[config.mk]
export PLATFORM = sky130hd
export DESIGN_NAME = udma_opctl
export DESIGN_NICKNAME = d
export VERILOG_FILES = /design/src/rtl/udma_opctl.sv
export SDC_FILE = /design/constraint.sdc
export NUM_CORES = 1
export LEC_CHECK = 0
export BUFFER_PORTS_ARGS = -buffer_cell sky130_fd_sc_hd__buf_2
export CORE_MARGIN = 1
export CORE_UTILIZATION = 39
export CTS_BUF_LIST = sky130_fd_sc_hd__clkbuf_16
export CTS_CLUSTER_SIZE = 10
export DETAILED_ROUTE_END_ITERATION = 10
export HOLD_SLACK_MARGIN = 0.03
export PLACE_DENSITY_LB_ADDON = 0.25
export SLEW_MARGIN = 10
export SYNTH_ARGS = -nofsm -noshare
export SYNTH_HDL_FRONTEND = slang
export SYNTH_SLANG_ARGS = --single-unit
[constraint.sdc]
create_clock -name clk -period 1.4 [get_ports clk]
set_clock_uncertainty 0.05 [all_clocks]
set_input_delay 0.21 -clock clk [delete_from_list [all_inputs] [get_ports clk]]
set_output_delay 0.21 -clock clk [all_outputs]
set_load 0.03 [all_outputs]
[src/rtl/udma_opctl.sv]
module udma_opctl #(
  parameter int WORD_GROUP = 4
) (
  input  logic        clk,
  input  logic        rst_n,
  input  logic        bus_wr,
  input  logic        bus_rd,
  input  logic [1:0]  bus_addr,
  input  logic [3:0]  bus_wdata,
  output logic [31:0] bus_rdata,
  input  logic        eng_busy,
  input  logic        eng_dreq,
  input  logic        eng_fault,
  input  logic        eng_word,
  input  logic        eng_short,
  input  logic        dev_intrq,
  output logic        op_en,
  output logic        op_to_dev,
  output logic [3:0]  ide_pins_n,
  output logic [1:0]  xfer_state
);
  localparam int CW = $clog2(WORD_GROUP);
  localparam logic [1:0] A_OP = 2'd0, A_STS = 2'd1, A_PIN = 2'd2;

  logic [1:0]    arm;
  logic          busy_q;
  logic [CW-1:0] wcnt;
  logic          f_int, f_ndo, f_ndi, f_n4x;

  wire op_wr  = bus_wr && bus_addr == A_OP;
  wire op_rd  = bus_rd && bus_addr == A_OP;
  wire pin_wr = bus_wr && bus_addr == A_PIN;
  wire clr    = op_wr && !bus_wdata[0];
  wire stop   = clr && op_en;
  wire go     = op_wr && bus_wdata[0] && !op_en && arm == 2'd2;
  wire cnt_inc = op_en && eng_word;
  wire [CW-1:0] wnext = wcnt + CW'(cnt_inc);
  wire idle_evt = busy_q && !eng_busy && op_en;
  wire any_err  = f_int | f_ndo | f_ndi | f_n4x;

  always_ff @(posedge clk or negedge rst_n) begin
    if (!rst_n) begin
      op_en <= 1'b0;
      op_to_dev <= 1'b0;
      arm <= 2'd0;
      ide_pins_n <= 4'hF;
    end else begin
      if (clr) begin
        op_en <= 1'b0;
        op_to_dev <= stop ? 1'b0 : bus_wdata[1];
        arm <= stop ? 2'd0 : 2'd1;
      end else if (go) begin
        op_en <= 1'b1;
        op_to_dev <= bus_wdata[1];
        arm <= 2'd0;
      end else if (op_rd && arm == 2'd1) begin
        arm <= 2'd2;
      end
      if (stop) ide_pins_n <= 4'hF;
      else if (pin_wr) ide_pins_n <= bus_wdata;
    end
  end

  always_ff @(posedge clk or negedge rst_n) begin
    if (!rst_n) begin
      busy_q <= 1'b0;
      wcnt <= '0;
      {f_int, f_ndo, f_ndi, f_n4x} <= 4'b0;
    end else begin
      busy_q <= eng_busy;
      if (clr) begin
        wcnt <= '0;
        {f_int, f_ndo, f_ndi, f_n4x} <= 4'b0;
      end else begin
        wcnt <= idle_evt ? '0 : wnext;
        if (idle_evt && wnext != '0) f_n4x <= 1'b1;
        if (op_en && eng_fault) f_int <= 1'b1;
        if (op_en && eng_short && op_to_dev) f_ndo <= 1'b1;
        if (op_en && eng_short && !op_to_dev) f_ndi <= 1'b1;
      end
    end
  end

  wire [31:0] sts = {5'b0, f_n4x, f_ndi, f_ndo, 5'b0, eng_busy, f_int, eng_dreq, 16'b0};

  always_comb begin
    bus_rdata = '0;
    if (bus_rd) begin
      case (bus_addr)
        A_OP:    bus_rdata = {30'b0, op_to_dev, op_en};
        A_STS:   bus_rdata = sts;
        A_PIN:   bus_rdata = {28'b0, ide_pins_n};
        default: bus_rdata = '0;
      endcase
    end
  end

  assign xfer_state = any_err ? 2'd3 : dev_intrq ? 2'd2 :
                      (eng_busy | eng_dreq) ? 2'd1 : 2'd0;

  AST_UEN_NEEDS_ARM: assert property (@(posedge clk) disable iff (!rst_n)
    $rose(op_en) |-> $past(op_wr && bus_wdata[0] && arm == 2'd2));
  AST_BLIND_UEN_IGNORED: assert property (@(posedge clk) disable iff (!rst_n)
    (op_wr && bus_wdata[0] && !op_en && arm != 2'd2) |=> !op_en);
  AST_STOP_RELEASES_PINS: assert property (@(posedge clk) disable iff (!rst_n)
    stop |=> (ide_pins_n == 4'hF && !op_en && !op_to_dev));
  AST_N4X_STICKY: assert property (@(posedge clk) disable iff (!rst_n)
    (f_n4x && !clr) |=> f_n4x);
  AST_BUSY_NOT_IDLE: assert property (@(posedge clk) disable iff (!rst_n)
    eng_busy |-> xfer_state != 2'd0);
endmodule

==> run_results.csv, run 1 <==
group,metric,value,unit
outcome,status,"finished with violations",
outcome,violations,"setup timing",
routing,dr_total_vias,835,
sta,fin_crit_sh,1.06,
layout,fin_util,0.571,
sta,period_needed,1490,ps
placed_design,io_buffers,33,
pwr,p_sw_frac,0.359,
routing,ant_nets,0,
synth,ys_ff_latch,15,
layout,antenna_cells,0,
pwr,p_per_area,1380,nW/um^2
pwr,total_power,1.81,mW
pwr,switching_power,0.652,mW
floorplanning,core_area,2300,sq um
global_routing,globalRouteOverflowTotal,0,
routing,drt-initial-drc-count,15,
sta,hold-worst-slack,55.6,ps
layout,drive_above_1_share,0.404,
critical_path,crit_chain,"nor4_2, o21ai_1, buf_4",
critical_path,endpoint_kind,"primary output",
synth,synth_flop_cell,"dfrtp_1",
clock_tree,cts_tree,"built",
synth,synthCells,109,
critical_path,cp-start-kind,"register",
layout,layout_commonest_cell,"buf_2",
layout,fin_area,1310,sq um
clock_tree,htree_levels,1,
synth,yosysSeqAreaShare,0.386,
placed_design,preCtsSetupSlack,41.5,ps
floorplanning,num_io_pins,56,
floorplanning,fp.dieArea,2730,sq um
critical_path,arrival,1230,ps
critical_path,critPathMaxFanout,2,
synth,synth_edf_count,0,
clock_tree,clockRootBuffer,"clkbuf_16",
routing,routed_wl,2210,um
critical_path,crit_type,"register to primary output",
layout,fin_cells,179,
pwr,power_frac_seq,0.349,
clock_tree,cts.clk_slew.worst_paths,50,ps
floorplanning,start_util,0.429,
global_routing,grt_max_degree,16,
synth,netlist_area,986,sq um
layout,fill_cells,215,
floorplanning,die_w,52.3,um
sta,rsz0062_at_grt,"true",
layout,mostFrequentLayoutCells,"28 x buf_2, 22 x conb_1, 10 x dfrtp_1",
sta,slew_violations,0,
placed_design,dp.final_hpwl,1580,um
synth,synthDistinctLibCells,32,
sta,setup_violations,2,
sta,fin_setup_tns,-140,ps
critical_path,cpPeakStageDelay,390,ps
run,drv_cap,0,
synth,synth.avg_cell_area,9.05,sq um
clock_tree,cts_made_buffers,3,
global_routing,grt_antenna_before_repair,0,
routing,post_drt_wl_per_cell,12.4,um
placed_design,gp_congestion,0.800,
sta,setup_ws,-86.5,ps
pwr,power_frac_comb,0.342,
pwr,vdd_drop_max,0.692,mV
pwr,leakage,0.694,nW
global_routing,grt_usage,0.167,
floorplanning,core.rowCount,17,
critical_path,cp.required,1140,ps
placed_design,dp_cells,170,
placed_design,placed_cell_area,1130,sq um
routing,first_pass_iters,5,
clock_tree,clock_latency,250,ps
pwr,pwr-share-clk,0.309,
global_routing,grt_pass1_wl,3270,um
floorplanning,die_h,52.3,um
critical_path,critPathSlowestCell,"dfrtp_1",
global_routing,grt_pass1_vias,698,
clock_tree,cts.sinks,15,
synth,postSynth.asyncResetShare,1.00,
sta,finalHoldViolations,0,
routing,drc,0,
pwr,power.internal,1.16,mW
layout,fin_nets,169,
layout,syn_to_final_growth,33.1,%
sta,fmax,673,MHz
worst_hold_path,hold_class,"input pin to register",
synth,yosysWarningCount,0,
clock_tree,clockBufferDepth,2,
routing,vias_per_cell,4.66,
==> critical path, delay by kind of cell, from the launching register on <==
family                 cells  cell delay [ps]
buffers and inverters      1              180
AO/OA/AOI/OAI              1              100
flip-flops                 1              390
AND/OR/NAND/NOR            1              310
==> repair_timing <==
| action | CTS | global route |
|---|---|---|
| endpoints found under the hold margin | 11 | 0 |
| gates resized for setup | 9 | 10 |
| hold buffers | 1 | 0 |
| buffers inserted | 2 | 2 |
| pin swaps | 2 | 4 |
| setup endpoints to repair | 3 | 13 |
==> cell type report <==
cell class,instances,area (sq um),share of cell area
inverters,3,11.3,0.00858
repair buffers,42,263,0.200
multi-input cells,87,542,0.413
clock buffers,3,75.1,0.0572
well taps,28,35.0,0.0267
clock inverters,1,5.00,0.00381
flip-flops and latches,15,382,0.291
==> path summary, 6_finish.rpt <==
path,start,end,slack [ps],cells after the start
worst min-delay path,eng_busy,busy_q$_DFF_PN0_,60,1
worst max register to register,op_en$_DFFE_PN0P_,f_n4x$_DFFE_PN0P_,40,6
worst max-delay path,f_n4x$_DFFE_PN0P_,xfer_state[0],-90,3
min in group asynchronous,rst_n,busy_q$_DFF_PN0_,350,2
max in group asynchronous,rst_n,ide_pins_n[3]$_DFFE_PN1P_,640,2
worst min register to register,ide_pins_n[3]$_DFFE_PN1P_,ide_pins_n[3]$_DFFE_PN1P_,440,2
==> routing by layer <==
layer,GRT usage,part of all wire
met5,0,0
met4,0.0789,0.017
met3,0.0377,0.065
met2,0.264,0.46
met1,0.213,0.46
==> Yosys cell counts, drive strengths merged (3+ instances only) <==
cell type / n / area [sq um]
or4b: 3 / 33.8
dfstp: 4 / 105
inv: 3 / 11.3
nand2: 6 / 22.5
dfrtp: 11 / 275
nand3: 7 / 35.0
buf: 24 / 181
a21oi: 5 / 25.0
nor2: 9 / 33.8
and3: 4 / 25.0
o21ai: 4 / 20.0
and2: 6 / 37.5
==> kinds of logic after synthesis <==
family,share of synthesized area
compound gates,0.0825
simple gates,0.287
fa+ha+maj,0.0127
other cells,0.00380
mux,0.0203
flops,0.386
xor+xnor,0.00888
buf+inv,0.199
==> flip-flops by register name (all words and copies together), names as in the netlist <==
name / cells
wcnt: 2
f_ndo: 1
f_ndi: 1
ide_pins_n: 4
op_to_dev: 1
op_en: 1
busy_q: 1
f_int: 1
f_n4x: 1
arm: 2
==> power by group through the flow <==
stage / combinational, mW / sequential [mW] / clock (mW)
finish: 0.620 / 0.633 / 0.561
global route: 0.671 / 0.644 / 0.590
CTS: 0.601 / 0.627 / 0.573
detailed placement: 0.544 / 0.630 / 0
global placement: 0.540 / 0.625 / 0
floorplan: 0.402 / 0.671 / 0
Power figures use the tool's default switching activity.
==> run 2, diff against run 1 <==
PLACE_DENSITY = 0.77   (was not set)
PLACE_DENSITY_LB_ADDON = not set   (was 0.25)
==> run_results.csv, run 2 (synthesis gave the netlist of run 1 again) <==
group,metric,value,unit
outcome,status,"finished with violations",
outcome,violations,"setup timing",
routing,post_drt_wl_per_cell,12.5,um
critical_path,endpoint_kind,"primary output",
run,drv_cap,0,
floorplanning,num_io_pins,56,
global_routing,use_met3,0.0377,
pwr,leakage,0.692,nW
sta,rsz0062_at_grt,"true",
floorplanning,fp.dieArea,2730,sq um
sta,slew_violations,0,
placed_design,dp_cells,169,
floorplanning,die_w,52.3,um
layout,fin_area,1310,sq um
critical_path,cp.required,1140,ps
layout,multiInputGateArea,549,sq um
critical_path,arrival,1230,ps
layout,mostFrequentLayoutCells,"29 x buf_2, 22 x conb_1, 10 x dfrtp_1",
sta,setup_violations,2,
sta,fmax,669,MHz
layout,final-seq-area,382,sq um
layout,antenna_cells,0,
sta,setup_ws,-94.9,ps
layout,fill_cells,216,
floorplanning,die_h,52.3,um
routing,vias_per_cell,4.83,
sta,hold-worst-slack,61.8,ps
placed_design,gp_congestion,0.871,
clock_tree,cts_tree,"built",
worst_hold_path,hp-start,"eng_busy",
layout,largest_reg_flops,4,
global_routing,grt_usage,0.174,
layout,fin_cells,178,
sta,fin_crit_sh,1.07,
global_routing,grt-busiest-layer,"met2",
pwr,vdd_drop_max,0.994,mV
clock_tree,cts.sinks,15,
global_routing,use_met2,0.310,
clock_tree,htree_levels,1,
layout,syn_to_final_growth,32.7,%
global_routing,grt_pass1_vias,774,
layout,fin_util,0.570,
sta,fin_setup_tns,-172,ps
layout,fin_nets,168,
pwr,p_per_area,1380,nW/um^2
critical_path,rr_endpoint,"arm[1]$_DFFE_PN0P_",
layout,top_regs,"ide_pins_n: 4 flops, arm: 2 flops, wcnt: 2 flops",
critical_path,cp-start-kind,"register",
critical_path,critPathMaxFanout,2,
critical_path,crit_type,"register to primary output",
floorplanning,core_area,2300,sq um
global_routing,grt_pass1_wl,3410,um
layout,layout_commonest_cell,"buf_2",
routing,first_pass_iters,4,
routing,routed_wl,2220,um
global_routing,globalRouteOverflowTotal,0,
global_routing,grt_antenna_before_repair,0,
global_routing,grt_max_degree,16,
critical_path,r2r_cells,4,
routing,drt-initial-drc-count,10,
layout,largest-register,"ide_pins_n",
clock_tree,clockBufferDepth,2,
critical_path,reg2reg_slack,10,ps
clock_tree,cts.clk_slew.worst_paths,50,ps
floorplanning,start_util,0.429,
placed_design,preCtsSetupSlack,43.8,ps
worst_hold_path,holdPathStages,1,
critical_path,reg2reg_from,"op_en$_DFFE_PN0P_",
pwr,total_power,1.80,mW
clock_tree,cts_made_buffers,3,
routing,drc,0,
clock_tree,clock_latency,240,ps
layout,drive_above_1_share,0.407,
routing,ant_nets,0,
routing,dr_total_vias,860,
placed_design,dp.final_hpwl,1590,um
sta,finalHoldViolations,0,
placed_design,placed_cell_area,1120,sq um
floorplanning,core.rowCount,17,
placed_design,io_buffers,33,
worst_hold_path,hold_class,"input pin to register",
clock_tree,clockRootBuffer,"clkbuf_16",
worst_hold_path,min_to,"busy_q$_DFF_PN0_",
sta,period_needed,1490,ps
global_routing,use_met1,0.199,
## run 2: changes by cell type in the layout (fill, tap and decap cells not counted), sizes merged
cell,before,now
buf,41,40
clkinv,1,0
inv,3,4
## run 2: how the worst max path moves through the flow
stage	start	endpoint	slack [ps]	cells past startpoint
after floorplan	op_en$_DFFE_PN0P_	f_n4x$_DFFE_PN0P_	-50	6
after global placement	op_en$_DFFE_PN0P_	arm[1]$_DFFE_PN0P_	70	3
after detailed placement	f_ndi$_DFFE_PN0P_	xfer_state[0]	40	3
after CTS	f_n4x$_DFFE_PN0P_	xfer_state[0]	-110	3
after global routing	f_n4x$_DFFE_PN0P_	xfer_state[0]	-140	3
final	f_n4x$_DFFE_PN0P_	xfer_state[0]	-90	3
## run 2: layout make-up
type / instances / share of cell area
Clock inverter: 1 / 0.00287
Sequential cell: 15 / 0.292
Clock buffer: 3 / 0.0574
Inverter: 3 / 0.00860
Timing Repair Buffer: 41 / 0.193
Multi-Input combinational cell: 87 / 0.420
Tap cell: 28 / 0.0268
## run 2: routing by layer
| layer | vias to the layer above | share of wire | wire length (um) |
|---|---|---|---|
| met5 | - | 0 | 0 |
| met4 | 0 | 0.0041 | 9 |
| met3 | 2 | 0.077 | 170 |
| met2 | 46 | 0.49 | 1090 |
| met1 | 404 | 0.43 | 952 |
| li1 | 408 | - | - |
## run 2: repair_timing
action | in CTS | in global routing
endpoints found under the setup margin | 4 | 12
pin swaps | 2 | 3
gates cloned | 0 | 0
setup buffers | 4 | 0
hold buffers | 1 | 0
endpoints found under the hold margin | 11 | 0
resized for setup | 12 | 6
## run 2: power by group
group | total (mW) | internal [mW] | leakage [nW] | switching (mW)
registers | 0.638 | 0.547 | 0.185 | 0.0905
logic | 0.628 | 0.235 | 0.465 | 0.393
clock network | 0.540 | 0.377 | 0.0423 | 0.162
total | 1.80 | 1.16 | 0.692 | 0.646
## run 2: worst max-delay path, stage by stage, from the launching register on
cell     delay [ps]
dfrtp_1         390
nor4_2          310
o21ai_1         110
buf_4           180
==> run 3, diff against run 2 <==
SETUP_SLACK_MARGIN = 0.5   (was not set)
==> run_results.csv, run 3 (synthesis gave the netlist of run 1 again) <==
group,metric,value,unit
outcome,status,"finished with violations",
outcome,violations,"setup timing",
global_routing,grt_max_degree,16,
critical_path,arrival,1250,ps
global_routing,grt_pass1_vias,943,
layout,drive_above_1_share,0.621,
layout,antenna_cells,0,
placed_design,io_buffers,33,
critical_path,crit_type,"register to primary output",
sta,setup_ws,-111,ps
layout,fin_nets,187,
layout,largest-register,"ide_pins_n",
critical_path,critPathMaxFanout,2,
routing,drt-initial-drc-count,14,
layout,mostFrequentLayoutCells,"31 x buf_6, 22 x conb_1, 13 x buf_4",
floorplanning,die_w,52.3,um
critical_path,cp-start-kind,"register",
clock_tree,clock_latency,250,ps
pwr,p_per_area,1270,nW/um^2
sta,period_needed,1510,ps
global_routing,use_met1,0.233,
sta,slew_violations,0,
global_routing,globalRouteOverflowTotal,0,
global_routing,grt_usage,0.217,
routing,post_drt_wl_per_cell,15.1,um
floorplanning,start_util,0.429,
clock_tree,clockBufferDepth,2,
pwr,leakage,0.876,nW
placed_design,gp_congestion,0.956,
layout,layout_commonest_cell,"buf_6",
layout,fin_area,1760,sq um
sta,rsz0062_at_grt,"true",
sta,finalHoldViolations,0,
pwr,vdd_drop_max,0.994,mV
layout,top_regs,"ide_pins_n: 4 flops, arm: 2 flops, wcnt: 2 flops",
global_routing,use_met2,0.411,
clock_tree,htree_levels,1,
layout,largest_reg_flops,4,
clock_tree,clockRootBuffer,"clkbuf_16",
placed_design,preCtsSetupSlack,20.6,ps
routing,ant_nets,0,
layout,syn_to_final_growth,78.0,%
worst_hold_path,hold_class,"input pin to register",
floorplanning,fp.dieArea,2730,sq um
sta,fmax,662,MHz
critical_path,endpoint_kind,"primary output",
routing,vias_per_cell,4.89,
global_routing,grt-busiest-layer,"met2",
sta,hold-worst-slack,64.1,ps
global_routing,grt_pass1_wl,4200,um
pwr,total_power,2.22,mW
clock_tree,cts_made_buffers,3,
run,drv_cap,0,
routing,drc,0,
sta,setup_violations,5,
sta,fin_setup_tns,-296,ps
routing,first_pass_iters,4,
critical_path,cp.required,1140,ps
floorplanning,die_h,52.3,um
global_routing,grt_antenna_before_repair,0,
global_routing,use_met3,0.0406,
clock_tree,cts.clk_slew.worst_paths,50,ps
clock_tree,cts.sinks,15,
placed_design,dp.final_hpwl,1780,um
floorplanning,core.rowCount,17,
floorplanning,num_io_pins,56,
clock_tree,cts_tree,"built",
placed_design,placed_cell_area,1200,sq um
routing,routed_wl,2970,um
floorplanning,core_area,2300,sq um
sta,fin_crit_sh,1.08,
routing,dr_total_vias,963,
==> run 3: per-stage QoR <==
step | cells | utilization
3_3_place_gp | 170 | 0.524
5_1_grt | 197 | 0.764
3_5_place_dp | 170 | 0.524
2_1_floorplan | 130 | -
6_report | 197 | 0.764
4_1_cts | 187 | 0.708
==> run 3: worst paths after layout <==
check	start	end	slack (ps)	cells past startpoint
min in group asynchronous	rst_n	busy_q$_DFF_PN0_	350	2
setup reg to reg	op_en$_DFFE_PN0P_	f_n4x$_DFFE_PN0P_	20	6
hold / removal	eng_busy	busy_q$_DFF_PN0_	60	1
setup / recovery	f_ndi$_DFFE_PN0P_	xfer_state[1]	-110	3
hold reg to reg	ide_pins_n[1]$_DFFE_PN1P_	ide_pins_n[1]$_DFFE_PN1P_	470	2
max in group asynchronous	rst_n	ide_pins_n[1]$_DFFE_PN1P_	650	2
==> run 3: cell type report <==
| cell class | count | area (sq um) |
|---|---|---|
| multi-input cells | 87 | 677 |
| flip-flops and latches | 15 | 384 |
| well taps | 28 | 35.0 |
| fillers | 163 | 542 |
| clock buffers | 3 | 75.1 |
| inverters | 3 | 13.8 |
| repair buffers | 60 | 567 |
| clock inverters | 1 | 3.75 |
==> run 3: where the power goes <==
group          switching, mW  internal, mW
sequential             0.117         0.549
combinational          0.502         0.504
clock                  0.173         0.378
==> run 3: what timing repair did <==
item                                   in CTS  in global routing
hold buffers                                1                  0
gates cloned                                0                  0
setup endpoints to repair                  32                 32
gates resized for setup                    68                 13
endpoints found under the hold margin      11                  0
pin swaps                                  16                  9
setup buffers                              12                 10
==> run 3: critical path, cell delays in order, from the launching register on <==
cell	delay (ps)
dfrtp_1	410
nor4_4	320
nand2b_1	120
buf_6	150
==> run 3: metal layers <==
layer,routed length [um],share of wire
met5,0,0
met1,1120,0.38
met4,30,0.010
met2,1690,0.57
met3,129,0.043
